===== src/rtl/cfg_loader_pkg.sv =====
package cfg_loader_pkg;

    // Byte-level bus operations issued by the sequencer
    typedef enum logic [1:0] {
        OP_START = 2'd0,
        OP_WRITE = 2'd1,
        OP_READ  = 2'd2,
        OP_STOP  = 2'd3
    } bus_op_e;

    // Bit engine phases
    typedef enum logic [1:0] {
        EN_IDLE  = 2'd0,
        EN_START = 2'd1,
        EN_BITS  = 2'd2,
        EN_STOP  = 2'd3
    } eng_st_e;

    // Load sequence steps
    typedef enum logic [2:0] {
        SQ_START  = 3'd0,
        SQ_DEVW   = 3'd1,
        SQ_WADDR  = 3'd2,
        SQ_RSTART = 3'd3,
        SQ_DEVR   = 3'd4,
        SQ_READ   = 3'd5,
        SQ_STOP   = 3'd6,
        SQ_DONE   = 3'd7
    } seq_st_e;

    // One command to the bit engine
    typedef struct packed {
        bus_op_e    op;
        logic [7:0] wbyte;
        logic       nack;
    } bus_cmd_t;

    // Locations that must keep their hardware value
    function automatic logic is_locked(input int unsigned a, input int unsigned id,
                                       input int unsigned lo, input int unsigned hi);
        return (a == id) || ((a >= lo) && (a <= hi));
    endfunction

endpackage


===== src/rtl/cfg_qtick.sv =====
module cfg_qtick #(
    parameter int unsigned DIV = 125
) (
    input  logic clk,
    input  logic rst,
    input  logic clr,
    output logic tick
);
    localparam int unsigned CW = (DIV > 1) ? $clog2(DIV) : 1;

    logic [CW-1:0] cnt;

    assign tick = (cnt == CW'(DIV - 1));

    always_ff @(posedge clk) begin
        if (rst || clr || tick) begin
            cnt <= '0;
        end else begin
            cnt <= cnt + 1'b1;
        end
    end
endmodule


===== src/rtl/cfg_i2c_byte.sv =====
module cfg_i2c_byte
    import cfg_loader_pkg::*;
#(
    parameter int unsigned QTR_DIV = 125
) (
    input  logic       clk,
    input  logic       rst,
    input  logic       go,
    input  bus_cmd_t   cmd,
    input  logic       sda_in,
    output logic       scl_lvl,
    output logic       sda_lvl,
    output logic       op_done,
    output logic [7:0] rbyte,
    output logic       ack_ok
);
    localparam int unsigned LAST_BIT = 8;

    eng_st_e    st;
    bus_op_e    op;
    logic [1:0] q;
    logic [3:0] bitn;
    logic [7:0] sh;
    logic       nack;
    logic       tick;
    logic       accept;
    logic       scl_n, sda_n;

    assign accept = go && (st == EN_IDLE);

    cfg_qtick #(.DIV(QTR_DIV)) u_qtick (
        .clk  (clk),
        .rst  (rst),
        .clr  (accept),
        .tick (tick)
    );

    // Line levels per quarter of the current symbol
    always_comb begin
        scl_n = scl_lvl;
        sda_n = sda_lvl;
        unique case (st)
            EN_START: begin
                scl_n = (q == 2'd1) || (q == 2'd2);
                sda_n = (q <= 2'd1);
            end
            EN_STOP: begin
                scl_n = (q >= 2'd1);
                sda_n = (q >= 2'd2);
            end
            EN_BITS: begin
                scl_n = (q == 2'd1) || (q == 2'd2);
                if (bitn == 4'(LAST_BIT)) begin
                    sda_n = (op == OP_WRITE) ? 1'b1 : nack;
                end else begin
                    sda_n = (op == OP_WRITE) ? sh[7] : 1'b1;
                end
            end
            default: ;
        endcase
    end

    always_ff @(posedge clk) begin
        if (rst) begin
            st      <= EN_IDLE;
            op      <= OP_START;
            q       <= '0;
            bitn    <= '0;
            sh      <= '0;
            nack    <= 1'b0;
            scl_lvl <= 1'b1;
            sda_lvl <= 1'b1;
            op_done <= 1'b0;
            rbyte   <= '0;
            ack_ok  <= 1'b0;
        end else begin
            op_done <= 1'b0;
            scl_lvl <= scl_n;
            sda_lvl <= sda_n;
            if (st == EN_IDLE) begin
                if (go) begin
                    op   <= cmd.op;
                    sh   <= cmd.wbyte;
                    nack <= cmd.nack;
                    q    <= '0;
                    bitn <= '0;
                    unique case (cmd.op)
                        OP_START: st <= EN_START;
                        OP_STOP:  st <= EN_STOP;
                        default:  st <= EN_BITS;
                    endcase
                end
            end else if (tick) begin
                q <= q + 2'd1;
                if ((st == EN_BITS) && (q == 2'd2)) begin
                    if ((op == OP_WRITE) && (bitn == 4'(LAST_BIT))) begin
                        ack_ok <= ~sda_in;
                    end
                    if ((op == OP_READ) && (bitn < 4'(LAST_BIT))) begin
                        sh <= {sh[6:0], sda_in};
                    end
                end
                if (q == 2'd3) begin
                    if ((st == EN_BITS) && (bitn != 4'(LAST_BIT))) begin
                        bitn <= bitn + 4'd1;
                        if (op == OP_WRITE) begin
                            sh <= {sh[6:0], 1'b0};
                        end
                    end else begin
                        st      <= EN_IDLE;
                        op_done <= 1'b1;
                        rbyte   <= sh;
                    end
                end
            end
        end
    end
endmodule


===== src/rtl/cfg_image_loader.sv =====
module cfg_image_loader
    import cfg_loader_pkg::*;
#(
    parameter int unsigned NUM_REGS = 256,
    parameter int unsigned QTR_DIV  = 125,
    parameter logic [6:0]  DEV_ADDR = 7'h50,
    parameter int unsigned ID_ADDR  = 1,
    parameter int unsigned STAT_LO  = 248,
    parameter int unsigned STAT_HI  = 255
) (
    input  logic                        clk,
    input  logic                        rst,
    output logic                        scl_oe,
    output logic                        sda_oe,
    input  logic                        sda_in,
    output logic [$clog2(NUM_REGS)-1:0] reg_addr,
    output logic [7:0]                  reg_wdata,
    output logic                        reg_we,
    output logic                        busy,
    output logic                        done,
    output logic                        no_eeprom
);
    localparam int unsigned AW = $clog2(NUM_REGS);
    localparam logic [AW-1:0] LAST_IDX = AW'(NUM_REGS - 1);

    seq_st_e       sq;
    logic          issued;
    logic          go;
    bus_cmd_t      cmd;
    logic [AW-1:0] idx;
    logic          scl_lvl, sda_lvl;
    logic          op_done, ack_ok;
    logic [7:0]    rbyte;

    assign go = (sq != SQ_DONE) && !issued;

    always_comb begin
        cmd = '{op: OP_START, wbyte: 8'h00, nack: 1'b0};
        unique case (sq)
            SQ_DEVW:  cmd = '{op: OP_WRITE, wbyte: {DEV_ADDR, 1'b0}, nack: 1'b0};
            SQ_WADDR: cmd = '{op: OP_WRITE, wbyte: 8'h00, nack: 1'b0};
            SQ_DEVR:  cmd = '{op: OP_WRITE, wbyte: {DEV_ADDR, 1'b1}, nack: 1'b0};
            SQ_READ:  cmd = '{op: OP_READ, wbyte: 8'h00, nack: (idx == LAST_IDX)};
            SQ_STOP:  cmd = '{op: OP_STOP, wbyte: 8'h00, nack: 1'b0};
            default:  ;
        endcase
    end

    cfg_i2c_byte #(.QTR_DIV(QTR_DIV)) u_eng (
        .clk     (clk),
        .rst     (rst),
        .go      (go),
        .cmd     (cmd),
        .sda_in  (sda_in),
        .scl_lvl (scl_lvl),
        .sda_lvl (sda_lvl),
        .op_done (op_done),
        .rbyte   (rbyte),
        .ack_ok  (ack_ok)
    );

    assign scl_oe = ~scl_lvl;
    assign sda_oe = ~sda_lvl;

    always_ff @(posedge clk) begin
        if (rst) begin
            sq        <= SQ_START;
            issued    <= 1'b0;
            idx       <= '0;
            reg_addr  <= '0;
            reg_wdata <= '0;
            reg_we    <= 1'b0;
            busy      <= 1'b0;
            done      <= 1'b0;
            no_eeprom <= 1'b0;
        end else begin
            reg_we <= 1'b0;
            if (go) begin
                issued <= 1'b1;
            end
            if (!done) begin
                busy <= 1'b1;
            end
            if (op_done) begin
                issued <= 1'b0;
                unique case (sq)
                    SQ_START:  sq <= SQ_DEVW;
                    SQ_RSTART: sq <= SQ_DEVR;
                    SQ_DEVW, SQ_WADDR, SQ_DEVR: begin
                        if (ack_ok) begin
                            sq <= (sq == SQ_DEVW)  ? SQ_WADDR :
                                  (sq == SQ_WADDR) ? SQ_RSTART : SQ_READ;
                        end else begin
                            no_eeprom <= 1'b1;
                            sq        <= SQ_STOP;
                        end
                    end
                    SQ_READ: begin
                        if (!is_locked(int'(idx), ID_ADDR, STAT_LO, STAT_HI)) begin
                            reg_we    <= 1'b1;
                            reg_addr  <= idx;
                            reg_wdata <= rbyte;
                        end
                        if (idx == LAST_IDX) begin
                            sq <= SQ_STOP;
                        end else begin
                            idx <= idx + 1'b1;
                        end
                    end
                    SQ_STOP: begin
                        sq   <= SQ_DONE;
                        busy <= 1'b0;
                        done <= 1'b1;
                    end
                    default: ;
                endcase
            end
        end
    end
endmodule


===== config.mk =====
export PLATFORM = sky130hd
export DESIGN_NAME = cfg_image_loader
export DESIGN_NICKNAME = d
export VERILOG_FILES = /design/src/rtl/cfg_loader_pkg.sv /design/src/rtl/cfg_qtick.sv /design/src/rtl/cfg_i2c_byte.sv /design/src/rtl/cfg_image_loader.sv
export SDC_FILE = /design/constraint.sdc
export NUM_CORES = 1
export LEC_CHECK = 0
export ABC_CLOCK_PERIOD_IN_PS = 6150
export BUFFER_PORTS_ARGS = -buffer_cell sky130_fd_sc_hd__clkbuf_2
export CORE_MARGIN = 1.5
export CORE_UTILIZATION = 40
export CTS_BUF_LIST = sky130_fd_sc_hd__clkbuf_8
export CTS_CLUSTER_SIZE = 28
export DETAILED_ROUTE_END_ITERATION = 10
export PLACE_DENSITY = 0.65
export SKIP_CTS_REPAIR_TIMING = 1
export SLEW_MARGIN = 20
export SYNTH_ARGS = -nofsm -noshare
export SYNTH_HDL_FRONTEND = slang
export SYNTH_SLANG_ARGS = --single-unit

===== constraint.sdc =====
create_clock -name clk -period 6.15 [get_ports clk]
set_input_delay 0 -clock clk [delete_from_list [all_inputs] [get_ports clk]]
set_output_delay 0 -clock clk [all_outputs]
set_load 0.05 [all_outputs]

=== After elaboration in Yosys (flattened, before gate mapping) ===
Cells that the tools add are included.

* Bits in registers: 70
* Input bits: 3
* Output and inout port bits: 22
* Word-level logic and storage cells: 140

* Add/sub/neg operators: 4
* Order comparisons: 5
* Equality and inequality tests: 24
* Multiplexer cells: 38
* Bitwise gates (word level): 12
* Reduce and logical (&&, ||, !) cells: 36

{| class="wikitable"
|+ Operators by type and width
! kind !! count
|-
| two-way mux 8 bit || 8
|-
| case mux 11 bit (5 select lines) || 1
|-
| two-way mux 4 bit || 5
|-
| two-way mux 2 bit || 8
|-
| AND reduction 4 bit || 4
|-
| case mux 3 bit (5 select lines) || 1
|-
| equality test 2 bit (second input constant) || 6
|-
| two-way mux 3 bit || 4
|-
| NOT 1 bit || 12
|-
| AND reduction 3 bit || 4
|-
| equality test 3 bit (second input constant) || 3
|-
| adder 8 x 1 -> 8 bit (second input constant) || 1
|-
| equality test 8 x 1 -> 1 bit (second input constant) || 1
|-
| equality test 8 bit (second input constant) || 1
|-
| greater-or-equal comparator 8 bit (second input constant) || 1
|-
| two-way mux 1 bit || 8
|-
| nonzero test 2 bit || 4
|-
| adder 7 x 1 -> 7 bit (second input constant) || 1
|-
| equality test 7 bit (second input constant) || 1
|-
| equality test 2 x 1 -> 1 bit (second input constant) || 3
|-
| equality test 3 x 2 -> 1 bit (second input constant) || 2
|-
| logical AND 1 bit || 6
|-
| AND reduction 2 bit || 3
|-
| OR reduction 3 bit || 2
|-
| other kinds (23) || 29
|}

=== Depth between registers and ports, before layout ===
Gate-level depths: netlist of run 1.

* Word-level depth: 9
* Depth in mapped cells: 9
* Depth with buffers taken out: 7

=== Hierarchy ===
Synthesis of run 1 repeated with hierarchy kept, for this count alone.

* Cells, all modules: 409
* Area, all modules: 3624.7 µm²

{| class="wikitable"
|+ Modules (own cells, without submodules)
! module !! times used !! cells an instance !! area an instance (µm²) !! sequential area each (µm²)
|-
| cfg_image_loader || 1 || 181 || 1655.3 || 640.6
|-
| cfg_i2c_byte || 1 || 192 || 1652.8 || 620.6
|-
| cfg_qtick || 1 || 36 || 316.6 || 140.1
|}

=== Worst setup path after synthesis of run 1 ===
Ideal clock, no wire load.

* Path type: register -> register
* Start point: register idx[0]
* End point: register reg_addr[0]
* Library setup time: 0.128 ns
* Arrival: 1.968 ns
* Data required time: 6.022 ns
* Setup slack: 4.054 ns
* Stages on the path, launching flop included: 7
* Cell sequence: dfxtp_1 -> ha_1 -> or4b_4 -> o41ai_4 -> buf_6 -> mux2i_1 -> nor2_1

* Cells in the longest elaborated chain, start to end: 4

{| class="wikitable"
|+ Ends and longest elaborated chain
! what !! line !! RTL
|-
| start, declared || cfg_image_loader.sv:30 || <nowiki>logic [AW-1:0] idx;</nowiki>
|-
| start signal, assigned || cfg_image_loader.sv:107 || <nowiki>idx <= idx + 1'b1;</nowiki>
|-
| greater-or-equal comparator 8 bit / equality test 8 x 1 -> 1 bit (equally long branches) || cfg_loader_pkg.sv:41 || <nowiki>return (a == id) || ((a >= lo) && (a <= hi));</nowiki>
|-
| logical OR 1 bit || cfg_loader_pkg.sv:41 ||
|-
| NOT 1 bit (no source line) || -- ||
|-
| AND reduction 3 bit (no source line) || -- ||
|-
| end signal, assigned || cfg_image_loader.sv:101 || <nowiki>reg_addr <= idx;</nowiki>
|-
| end, declared || cfg_image_loader.sv:16 || <nowiki>output logic [$clog2(NUM_REGS)-1:0] reg_addr,</nowiki>
|}

Parallel ways exist; a longest one is shown, timed or not.
A chain may end at the register's enable or synchronous reset.

=== Worst setup path in the final report of run 1 ===
* Start point: register u_eng.st[0]
* End point: register u_eng.sh[3]

* Cells in the longest elaborated chain, start to end: 8

{| class="wikitable"
|+ Ends and longest elaborated chain
! what !! line !! RTL
|-
| start, declared || cfg_i2c_byte.sv:19 || <nowiki>eng_st_e st;</nowiki>
|-
| start signal, assigned || cfg_i2c_byte.sv:65 || <nowiki>st <= EN_IDLE;</nowiki>
|-
| start signal, assigned || cfg_i2c_byte.sv:88 || <nowiki>OP_START: st <= EN_START;</nowiki>
|-
| start signal, assigned || cfg_i2c_byte.sv:89 || <nowiki>OP_STOP: st <= EN_STOP;</nowiki>
|-
| equality test 2 bit || cfg_i2c_byte.sv:95, cfg_i2c_byte.sv:104 ||
|-
| logical AND 1 bit || cfg_i2c_byte.sv:95 || <nowiki>if ((st == EN_BITS) && (q == 2'd2)) begin</nowiki>
|-
| two-way mux 8 bit || cfg_i2c_byte.sv:95 ||
|-
| two-way mux 8 bit || cfg_i2c_byte.sv:106 || <nowiki>if (op == OP_WRITE) begin</nowiki>
|-
| two-way mux 8 bit || cfg_i2c_byte.sv:104 || <nowiki>if ((st == EN_BITS) && (bitn != 4'(LAST_BIT))) begin</nowiki>
|-
| two-way mux 8 bit || cfg_i2c_byte.sv:103 || <nowiki>if (q == 2'd3) begin</nowiki>
|-
| two-way mux 8 bit || cfg_i2c_byte.sv:93 || <nowiki>end else if (tick) begin</nowiki>
|-
| two-way mux 8 bit || cfg_i2c_byte.sv:80 || <nowiki>if (st == EN_IDLE) begin</nowiki>
|-
| end signal, assigned || cfg_i2c_byte.sv:83 || <nowiki>sh <= cmd.wbyte;</nowiki>
|-
| end signal, assigned || cfg_i2c_byte.sv:100 || <nowiki>sh <= {sh[6:0], sda_in};</nowiki>
|-
| end signal, assigned || cfg_i2c_byte.sv:107 || <nowiki>sh <= {sh[6:0], 1'b0};</nowiki>
|-
| end, declared || cfg_i2c_byte.sv:23 || <nowiki>logic [7:0] sh;</nowiki>
|}

Parallel ways exist; a longest one is shown, timed or not. The select of a mux whose other input is x is not followed.

==> impl_metrics.yaml, run 1 <==
clock_tree:
  tritoncts: "built"
  cts_sinks: 70
  cts.clk_slew.worst_paths_ns: 0.08
  clockBufferDepth: 2
  cts_made_buffers: 9
  h-tree-depth: 3
  clk_latency_ns: 0.35
  clock_tree.root_cell: "clkbuf_8"
critical_path:
  crit_start: "u_eng.st[0]"
  cp-start-kind: "register"
  cp_max_fo: 7
  arrival_ns: 2.48
  endpoint_kind: "register"
  worstPathRequired_ns: 6.36
  regToRegStartpoint: "u_eng.st[0]"
  criticalPathCategory: "register to register"
layout:
  fin_nets: 413
  fin_cells: 501
  antennaDiodeCount: 0
  drive_above_1_share: 0.1128
  area_delta_synth_final_pct: 11.94
logic_synthesis:
  netlist_instances: 377
  synth_flop_cell: "dfxtp_1"
  ys_seq_area_frac: 0.4397
  syn-mean-instance-area_um2: 8.453
  synth_area_um2: 3187
  ys_warn_count: 0
  ys_async_sr_fraction: 0
  ys_types: 45
  synth_edf_count: 0
  yosys_register_bits: 70
  synthesis.nets: 396
grt:
  overflow: 0
  grt_use_total: 0.1606
  grt_pass1_vias: 2343
  grt_pass1_wl_um: 10850
  grt_max_degree: 63
  grt_antenna_before_repair: 0
routing:
  drt_iter0_markers: 147
  avgViaCountPerCell: 5.086
  drtPass1Iterations: 4
  drc: 0
  drt.antenna.violating_nets: 0
  vias: 2548
  wl_per_cell_um: 12.45
  routed_wl_um: 6238
timing:
  slew_headroom: 0.4878
  min_period_ns: 2.270
  post-route-period-util: 0.3691
  max_freq_ghz: 0.4405
  slew_viol_final: 0
  rsz0062_at_grt: "no"
  setup_tns_ns: 0
  timing_hold_violations_final: 0
  tightest_slew_ns: 0.7576
  finClkSkew_ns: 0.008114
  finalSetupViolCount: 0
floorplanning:
  io_pins: 25
  fp.dieH_um: 92.26
  core_area_um2: 7727
  start_util: 0.4124
  dieArea_um2: 8512
  row_count: 32
  die_x_um: 92.26
placement:
  gp_congestion: 0.7650
  dp.cells: 483
  dp_hpwl_um: 4206
  port_buffers: 24
power:
  leakage_nw: 1.418
  cellPowerDensity_nw_per_um2: 246.2
  irDropWorstVdd_v: 0.0001254
worst_hold_path:
  hold_start: "rst"
  hp-class: "primary input to register"
status:
  outcome: "complete, no violations"
run:
  cap_violations: 0
==> stage by stage <==
stage / hold slack, ns / utilization / total power [mW] / instance area (um2) / setup slack [ns]
final: 0.2227 / 0.4616 / 0.8783 / 3567 / 3.880
after global routing: 0.2471 / 0.4616 / 0.9192 / 3567 / 3.621
after CTS: -0.1157 / 0.4589 / 0.8916 / 3546 / 3.632
after detailed placement: 0.2405 / 0.4333 / 0.5142 / 3348 / 3.631
after global placement: 0.2411 / 0.4333 / 0.5133 / 3348 / 3.732
after floorplan: 0.1099 / - / 0.5046 / 3187 / 4.054
==> sequential cells by signal (all words and copies together), names as in the netlist, 2 cells and up <==
| signal | cells |
|---|---|
| u_eng.op | 2 |
| reg_wdata | 8 |
| idx | 8 |
| u_eng.u_qtick.cnt | 7 |
| u_eng.st | 2 |
| sq | 3 |
| u_eng.sh | 8 |
| u_eng.q | 2 |
| u_eng.rbyte | 8 |
| reg_addr | 8 |
| u_eng.bitn | 4 |
==> logic make-up (layout without fill, tap and decap cells) <==
group	Yosys count	after routing	share of synthesized area
buffers and inverters	38	60	0.04947
AO/OA/AOI/OAI	65	65	0.1327
adder cells (fa/ha/maj)	16	16	0.06282
flip-flops	70	70	0.4397
XOR/XNOR	16	16	0.04398
AND/OR/NAND/NOR	160	160	0.2336
multiplexers	12	12	0.03769
==> report_power, final <==
group / leakage [nW] / switching, mW / total (mW) / internal (mW)
combinational: 0.747 / 0.0290 / 0.0432 / 0.0142
clock: 0.105 / 0.185 / 0.374 / 0.189
sequential: 0.565 / 0.00348 / 0.461 / 0.457
==> path summary, 6_finish.rpt <==
kind                          to  slack (ns)  cells after the start
setup / recovery     u_eng.sh[3]        3.88                      7
setup reg to reg     u_eng.sh[3]        3.88                      7
hold reg to reg   u_eng.rbyte[0]        0.45                      2
hold / removal       u_eng.op[1]        0.22                      3
==> cells in the final DEF (no fill, tap or decap), drive strengths merged, types with 3 or more instances in the layout <==
cell type	synthesis	final
nand2	53	53
a31oi	5	5
nor2	51	51
dfxtp	70	70
and4	3	3
clkbuf	18	33
o211ai	3	3
nand2b	7	7
nor3	9	9
o21ai	8	8
nor2b	5	5
xnor2	7	7
a311oi	3	3
inv	17	20
clkinv	0	3
mux2i	12	12
a21o	3	3
xor2	9	9
nand3	14	14
ha	16	16
a21oi	30	30
and3	3	3
==> layer usage <==
| metal | part of all wire | track usage | vias up |
|---|---|---|---|
| li1 | - | - | 1310 |
| met1 | 0.48 | 0.1996 | 1175 |
| met2 | 0.47 | 0.2500 | 48 |
| met3 | 0.036 | 0.04892 | 15 |
| met4 | 0.021 | 0.08205 | 0 |
| met5 | 0 | 0 | - |
==> area by class of cell <==
| cell class | count | area, um2 |
|---|---|---|
| sequential | 70 | 1401 |
| inverter | 17 | 63.81 |
| clock inverter | 7 | 73.82 |
| timing repair buffer | 27 | 148.9 |
| fill | 788 | 4160 |
| tap | 102 | 127.6 |
| multi-input combinational | 269 | 1628 |
| clock buffer | 9 | 123.9 |
==> synthesized netlist by cell type, types with 7 or more instances <==
| cell type | instances | area share |
|---|---|---|
| dfxtp_1 | 70 | 0.44 |
| nand2_1 | 53 | 0.062 |
| nor2_1 | 51 | 0.060 |
| a21oi_1 | 29 | 0.046 |
| clkbuf_1 | 18 | 0.021 |
| inv_1 | 17 | 0.020 |
| ha_1 | 16 | 0.063 |
| nand3_1 | 14 | 0.022 |
| mux2i_1 | 12 | 0.038 |
| nor3_1 | 9 | 0.014 |
| xor2_1 | 9 | 0.025 |
| o21ai_0 | 8 | 0.013 |
| nand2b_1 | 7 | 0.014 |
| xnor2_1 | 7 | 0.019 |
==> worst max-delay path: stages, from the launching register on <==
cell	delay, ns
dfxtp_1	0.34
inv_1	0.11
ha_1	0.29
nand2_1	0.11
nor4b_1	0.65
o21ai_0	0.39
nand3_1	0.17
a21oi_1	0.07
No activity file was read; power rests on OpenSTA's default activity.
==> inputs of run 2 (changes only) <==
--- a/config.mk
+++ b/config.mk
@@ -5,14 +5,14 @@
 export SDC_FILE = /design/constraint.sdc
 export NUM_CORES = 1
 export LEC_CHECK = 0
-export ABC_CLOCK_PERIOD_IN_PS = 6150
+export ABC_CLOCK_PERIOD_IN_PS = 1900
 export BUFFER_PORTS_ARGS = -buffer_cell sky130_fd_sc_hd__clkbuf_2
 export CORE_MARGIN = 1.5
 export CORE_UTILIZATION = 40
 export CTS_BUF_LIST = sky130_fd_sc_hd__clkbuf_8
 export CTS_CLUSTER_SIZE = 28
 export DETAILED_ROUTE_END_ITERATION = 10
-export PLACE_DENSITY = 0.65
+export PLACE_DENSITY = 0.67
 export SKIP_CTS_REPAIR_TIMING = 1
 export SLEW_MARGIN = 20
 export SYNTH_ARGS = -nofsm -noshare
==> constraint.sdc (replaced) <==
create_clock -name clk -period 1.9 [get_ports clk]
set_input_delay 0 -clock clk [delete_from_list [all_inputs] [get_ports clk]]
set_output_delay 0 -clock clk [all_outputs]
set_load 0.05 [all_outputs]
==> run 2 against run 1 <==
Compared with the run above:
- core utilization rose by 3.4 points
- design area up 7.3%
- routed wire length is 2.3% higher
- critical endpoint is now reg_wdata[0]
==> impl_metrics.yaml, run 2 (synthesis results as in run 1) <==
grt:
  grt_use_total: 0.1605
  grt_max_degree: 50
  overflow: 0
  grt_pass1_wl_um: 10870
  grt_antenna_before_repair: 0
  grt_pass1_vias: 2487
power:
  leakage_nw: 1.553
  total_power_mw: 2.840
  irDropWorstVdd_v: 0.0003291
  cellPowerDensity_nw_per_um2: 741.8
floorplanning:
  fp.dieH_um: 92.26
  dieArea_um2: 8512
  core_area_um2: 7727
  row_count: 32
  die_x_um: 92.26
  io_pins: 25
  start_util: 0.4124
critical_path:
  crit_start: "idx[1]"
  slowest_delay_ns: 0.46
  path_cells: "inv_4, ha_4, or4b_4, o41ai_4, buf_6, mux2i_1, nor2_1"
  regToRegStartpoint: "idx[1]"
  timing.rr.end: "reg_wdata[0]"
  endpoint: "reg_wdata[0]"
  worstPathRequired_ns: 2.12
  rrSetupSlack_ns: 0.01
  cp_max_fo: 5
  arrival_ns: 2.10
  cp_slowest_cell: "or4b_4"
  reg2reg_depth: 7
  criticalPathCategory: "register to register"
  endpoint_kind: "register"
  cp-start-kind: "register"
layout:
  antennaDiodeCount: 0
  area_delta_synth_final_pct: 20.14
  drive_above_1_share: 0.1986
  fin_cells: 530
  fin_nets: 442
  mostFrequentLayoutCell: "dfxtp_1"
  final_core_util: 0.4955
  final_cell_mix: "dfxtp_1 (68), nand2_1 (53), nor2_1 (51), a21oi_1 (29), buf_4 (29)"
  fin_area_um2: 3829
placement:
  dp_hpwl_um: 4559
  gp_congestion: 0.8344
  place_area_um2: 3546
  place_ws_ns: -0.01632
  dp.cells: 509
  port_buffers: 24
timing:
  whs_ns: 0.02960
  min_period_ns: 1.889
  setup_slack_ns: 0.01150
  finalSetupViolCount: 0
  max_freq_ghz: 0.5295
  setup_tns_ns: 0
  post-route-period-util: 0.9939
  slew_headroom: 0.6792
  rsz0062_at_grt: "yes"
  timing_hold_violations_final: 0
  slew_viol_final: 0
  finClkSkew_ns: 0.01077
  tightest_slew_ns: 0.4812
clock_tree:
  clock_tree.root_cell: "clkbuf_8"
  h-tree-depth: 3
  cts_sinks: 70
  cts_made_buffers: 9
  clk_latency_ns: 0.35
  tritoncts: "built"
  clockBufferDepth: 2
  cts.clk_slew.worst_paths_ns: 0.08
run:
  cap_violations: 0
routing:
  drt.antenna.violating_nets: 0
  vias: 2622
  avgViaCountPerCell: 4.947
  wl_per_cell_um: 12.04
  drt_iter0_markers: 123
  drtPass1Iterations: 4
  drc: 0
  routed_wl_um: 6382
status:
  outcome: "complete, no violations"
worst_hold_path:
  hp-class: "primary input to register"
==> run 2: report_power, final <==
part	switching [mW]	internal [mW]	total, mW
logic	0.0961	0.0618	0.158
clock network	0.585	0.607	1.19
registers	0.0109	1.48	1.49
==> run 2: worst min path at each step <==
stage	startpoint	end	slack (ns)	cells after the start
2_1_floorplan	sda_in	u_eng.ack_ok	0.11	1
3_3_place_gp	sda_in	u_eng.ack_ok	0.22	2
3_5_place_dp	sda_in	u_eng.ack_ok	0.23	2
4_1_cts	sda_in	u_eng.ack_ok	-0.14	2
5_1_grt	rst	no_eeprom	0.06	2
6_report	rst	u_eng.op[0]	0.03	2
==> run 2: final cells by class <==
class | count | area, um2
Timing Repair Buffer | 56 | 370.4
Clock buffer | 9 | 123.9
Inverter | 17 | 66.31
Tap cell | 102 | 127.6
Fill cell | 741 | 3899
Sequential cell | 70 | 1406
Clock inverter | 7 | 73.82
Multi-Input combinational cell | 269 | 1660
==> run 2: per-layer routing <==
metal	vias up	share of wire	global-route usage	wire length, um
li1	1366	-	-	-
met1	1210	0.47	0.1891	2968
met2	39	0.49	0.2759	3131
met3	7	0.030	0.03731	193
met4	0	0.014	0.07179	89
met5	-	0	0	0
==> run 2: worst max-delay path: cells and delay by family, from the launching register on <==
family	cells	cell delay [ns]
AOI/OAI and AO/OA	1	0.32
adders and majority gates	1	0.12
buffers and inverters	2	0.25
DFF	1	0.36
muxes	1	0.20
and+or+nand+nor	2	0.51
==> inputs of run 3 (changes only) <==
--- a/config.mk
+++ b/config.mk
@@ -5,14 +5,14 @@
 export SDC_FILE = /design/constraint.sdc
 export NUM_CORES = 1
 export LEC_CHECK = 0
-export ABC_CLOCK_PERIOD_IN_PS = 1900
+export ABC_CLOCK_PERIOD_IN_PS = 2200
 export BUFFER_PORTS_ARGS = -buffer_cell sky130_fd_sc_hd__clkbuf_2
 export CORE_MARGIN = 1.5
 export CORE_UTILIZATION = 40
 export CTS_BUF_LIST = sky130_fd_sc_hd__clkbuf_8
 export CTS_CLUSTER_SIZE = 28
 export DETAILED_ROUTE_END_ITERATION = 10
-export PLACE_DENSITY = 0.67
+export PLACE_DENSITY = 0.65
 export SKIP_CTS_REPAIR_TIMING = 1
 export SLEW_MARGIN = 20
 export SYNTH_ARGS = -nofsm -noshare
==> constraint.sdc (replaced) <==
create_clock -name clk -period 2.2 [get_ports clk]
set_input_delay 0 -clock clk [delete_from_list [all_inputs] [get_ports clk]]
set_output_delay 0 -clock clk [all_outputs]
set_load 0.05 [all_outputs]
==> run 3 against run 2 <==
Compared with the run above:
- sequential power down 13%
- final cell count is 3.8% lower
- sequential share of layout area up 1.7 points
- design area is 4.8% lower
- global-route usage down 0.81 points
- via count decreased by 2.6%
- clock power decreased by 8%
- routed wire length fell by 5.0%
- register-to-register slack better by 0.17 ns
- critical endpoint unchanged
- largest cell class unchanged
==> impl_metrics.yaml, run 3 (synthesis results as in run 1) <==
power:
  cellPowerDensity_nw_per_um2: 687.5
  irDropWorstVdd_v: 0.0003204
  leakage_nw: 1.462
layout:
  seqCellArea_um2: 1401
  drive_above_1_share: 0.1348
  fillers: 805
  final_cell_mix: "dfxtp_1 (70), nand2_1 (53), nor2_1 (51), a21oi_1 (29), clkbuf_2 (24)"
  fin_nets: 422
  fin_area_um2: 3643
  mostFrequentLayoutCell: "dfxtp_1"
  fin_cells: 510
  area_delta_synth_final_pct: 14.33
  multi_input_area_um2: 1628
  antennaDiodeCount: 0
  final_core_util: 0.4715
floorplanning:
  fp.dieH_um: 92.26
  die_x_um: 92.26
  dieArea_um2: 8512
  io_pins: 25
  start_util: 0.4124
  core_area_um2: 7727
  row_count: 32
critical_path:
  cp.depth: 6
  cp-start-kind: "register"
  reg2reg_depth: 6
  slowest_delay_ns: 0.47
  criticalPathCategory: "register to register"
  critical_path.top_delay_family: "simple AND/OR/NAND/NOR gates"
  cp_max_fo: 17
  path_buf_inv: 1
  arrival_ns: 2.23
  worstPathRequired_ns: 2.42
  cp_slowest_cell: "or4b_4"
  endpoint_kind: "register"
  path_cells: "ha_1, or4b_4, o41ai_4, buf_4, mux2i_1, nor2_1"
placement:
  port_buffers: 24
  dp.cells: 493
  dp_hpwl_um: 4377
  place_area_um2: 3423
  gp_congestion: 0.7665
worst_hold_path:
  holdPathStages: 3
  hp-class: "primary input to register"
grt:
  grt_pass1_vias: 2366
  grt_pass1_wl_um: 10540
  grt_use_total: 0.1525
  grt_antenna_before_repair: 0
  grt_max_degree: 34
  overflow: 0
timing:
  slew_headroom: 0.5940
  setup_tns_ns: 0
  max_freq_ghz: 0.4962
  timing_hold_violations_final: 0
  finClkSkew_ns: 0.01079
  tightest_slew_ns: 0.6048
  post-route-period-util: 0.9160
  min_period_ns: 2.015
  slew_viol_final: 0
  rsz0062_at_grt: "no"
  finalSetupViolCount: 0
routing:
  drc: 0
  wl_per_cell_um: 11.89
  vias: 2555
  drtPass1Iterations: 4
  drt_iter0_markers: 101
  routed_wl_um: 6062
  drt.antenna.violating_nets: 0
  avgViaCountPerCell: 5.010
status:
  outcome: "complete, no violations"
clock_tree:
  cts.clk_slew.worst_paths_ns: 0.08
  clock_tree.root_cell: "clkbuf_8"
  cts_sinks: 70
  h-tree-depth: 3
  tritoncts: "built"
  clockBufferDepth: 2
  clk_latency_ns: 0.34
  cts_made_buffers: 9
run:
  cap_violations: 0
run 3: cell count changes in the layout (fill, tap and decap cells not counted), sizes merged:
| cell | delta |
|---|---|
| buf | -20 |
| clkinvlp | -3 |
| inv | +3 |
run 3: final cells by class:
cell class,count,area share
clock inverter,7,0.02370
tap,102,0.03503
clock buffer,9,0.03400
multi-input combinational,269,0.4468
sequential,70,0.3846
timing repair buffer,36,0.05838
inverter,17,0.01751
run 3: report_power, final:
group	leakage (nW)	switching (mW)	internal (mW)
registers	0.565	0.00940	1.28
clock network	0.104	0.545	0.549
logic	0.793	0.0800	0.0429
total	1.46	0.634	1.87
run 3: worst reg2reg max path: stages (launching register included):
cell,delay [ns]
dfxtp_1,0.45
ha_1,0.18
or4b_4,0.47
o41ai_4,0.21
buf_4,0.30
mux2i_1,0.23
nor2_1,0.05
run 3: per-layer routing:
layer | routed length, um | vias to the layer above | global-route usage
li1 | - | 1321 | -
met1 | 2915 | 1193 | 0.1907
met2 | 2900 | 33 | 0.2580
met3 | 176 | 8 | 0.03234
met4 | 70 | 0 | 0.05385
met5 | 0 | - | 0
run 3: worst paths after layout:
kind | startpoint | to | slack [ns]
setup / recovery | idx[0] | reg_wdata[0] | 0.18
hold / removal | rst | u_eng.sh[6] | 0.08
setup reg to reg | idx[0] | reg_wdata[0] | 0.18
hold reg to reg | u_eng.rbyte[0] | u_eng.rbyte[0] | 0.46
run 3: per-stage QoR:
step	total power, mW	setup slack, ns	hold WS [ns]
floorplan	1.410	0.1041	0.1099
global placement	1.439	0.2894	0.2436
detailed placement	1.441	0.2061	0.2409
CTS	2.536	0.1779	-0.1238
global route	2.601	0.02535	0.1003
finish	2.505	0.1847	0.08467
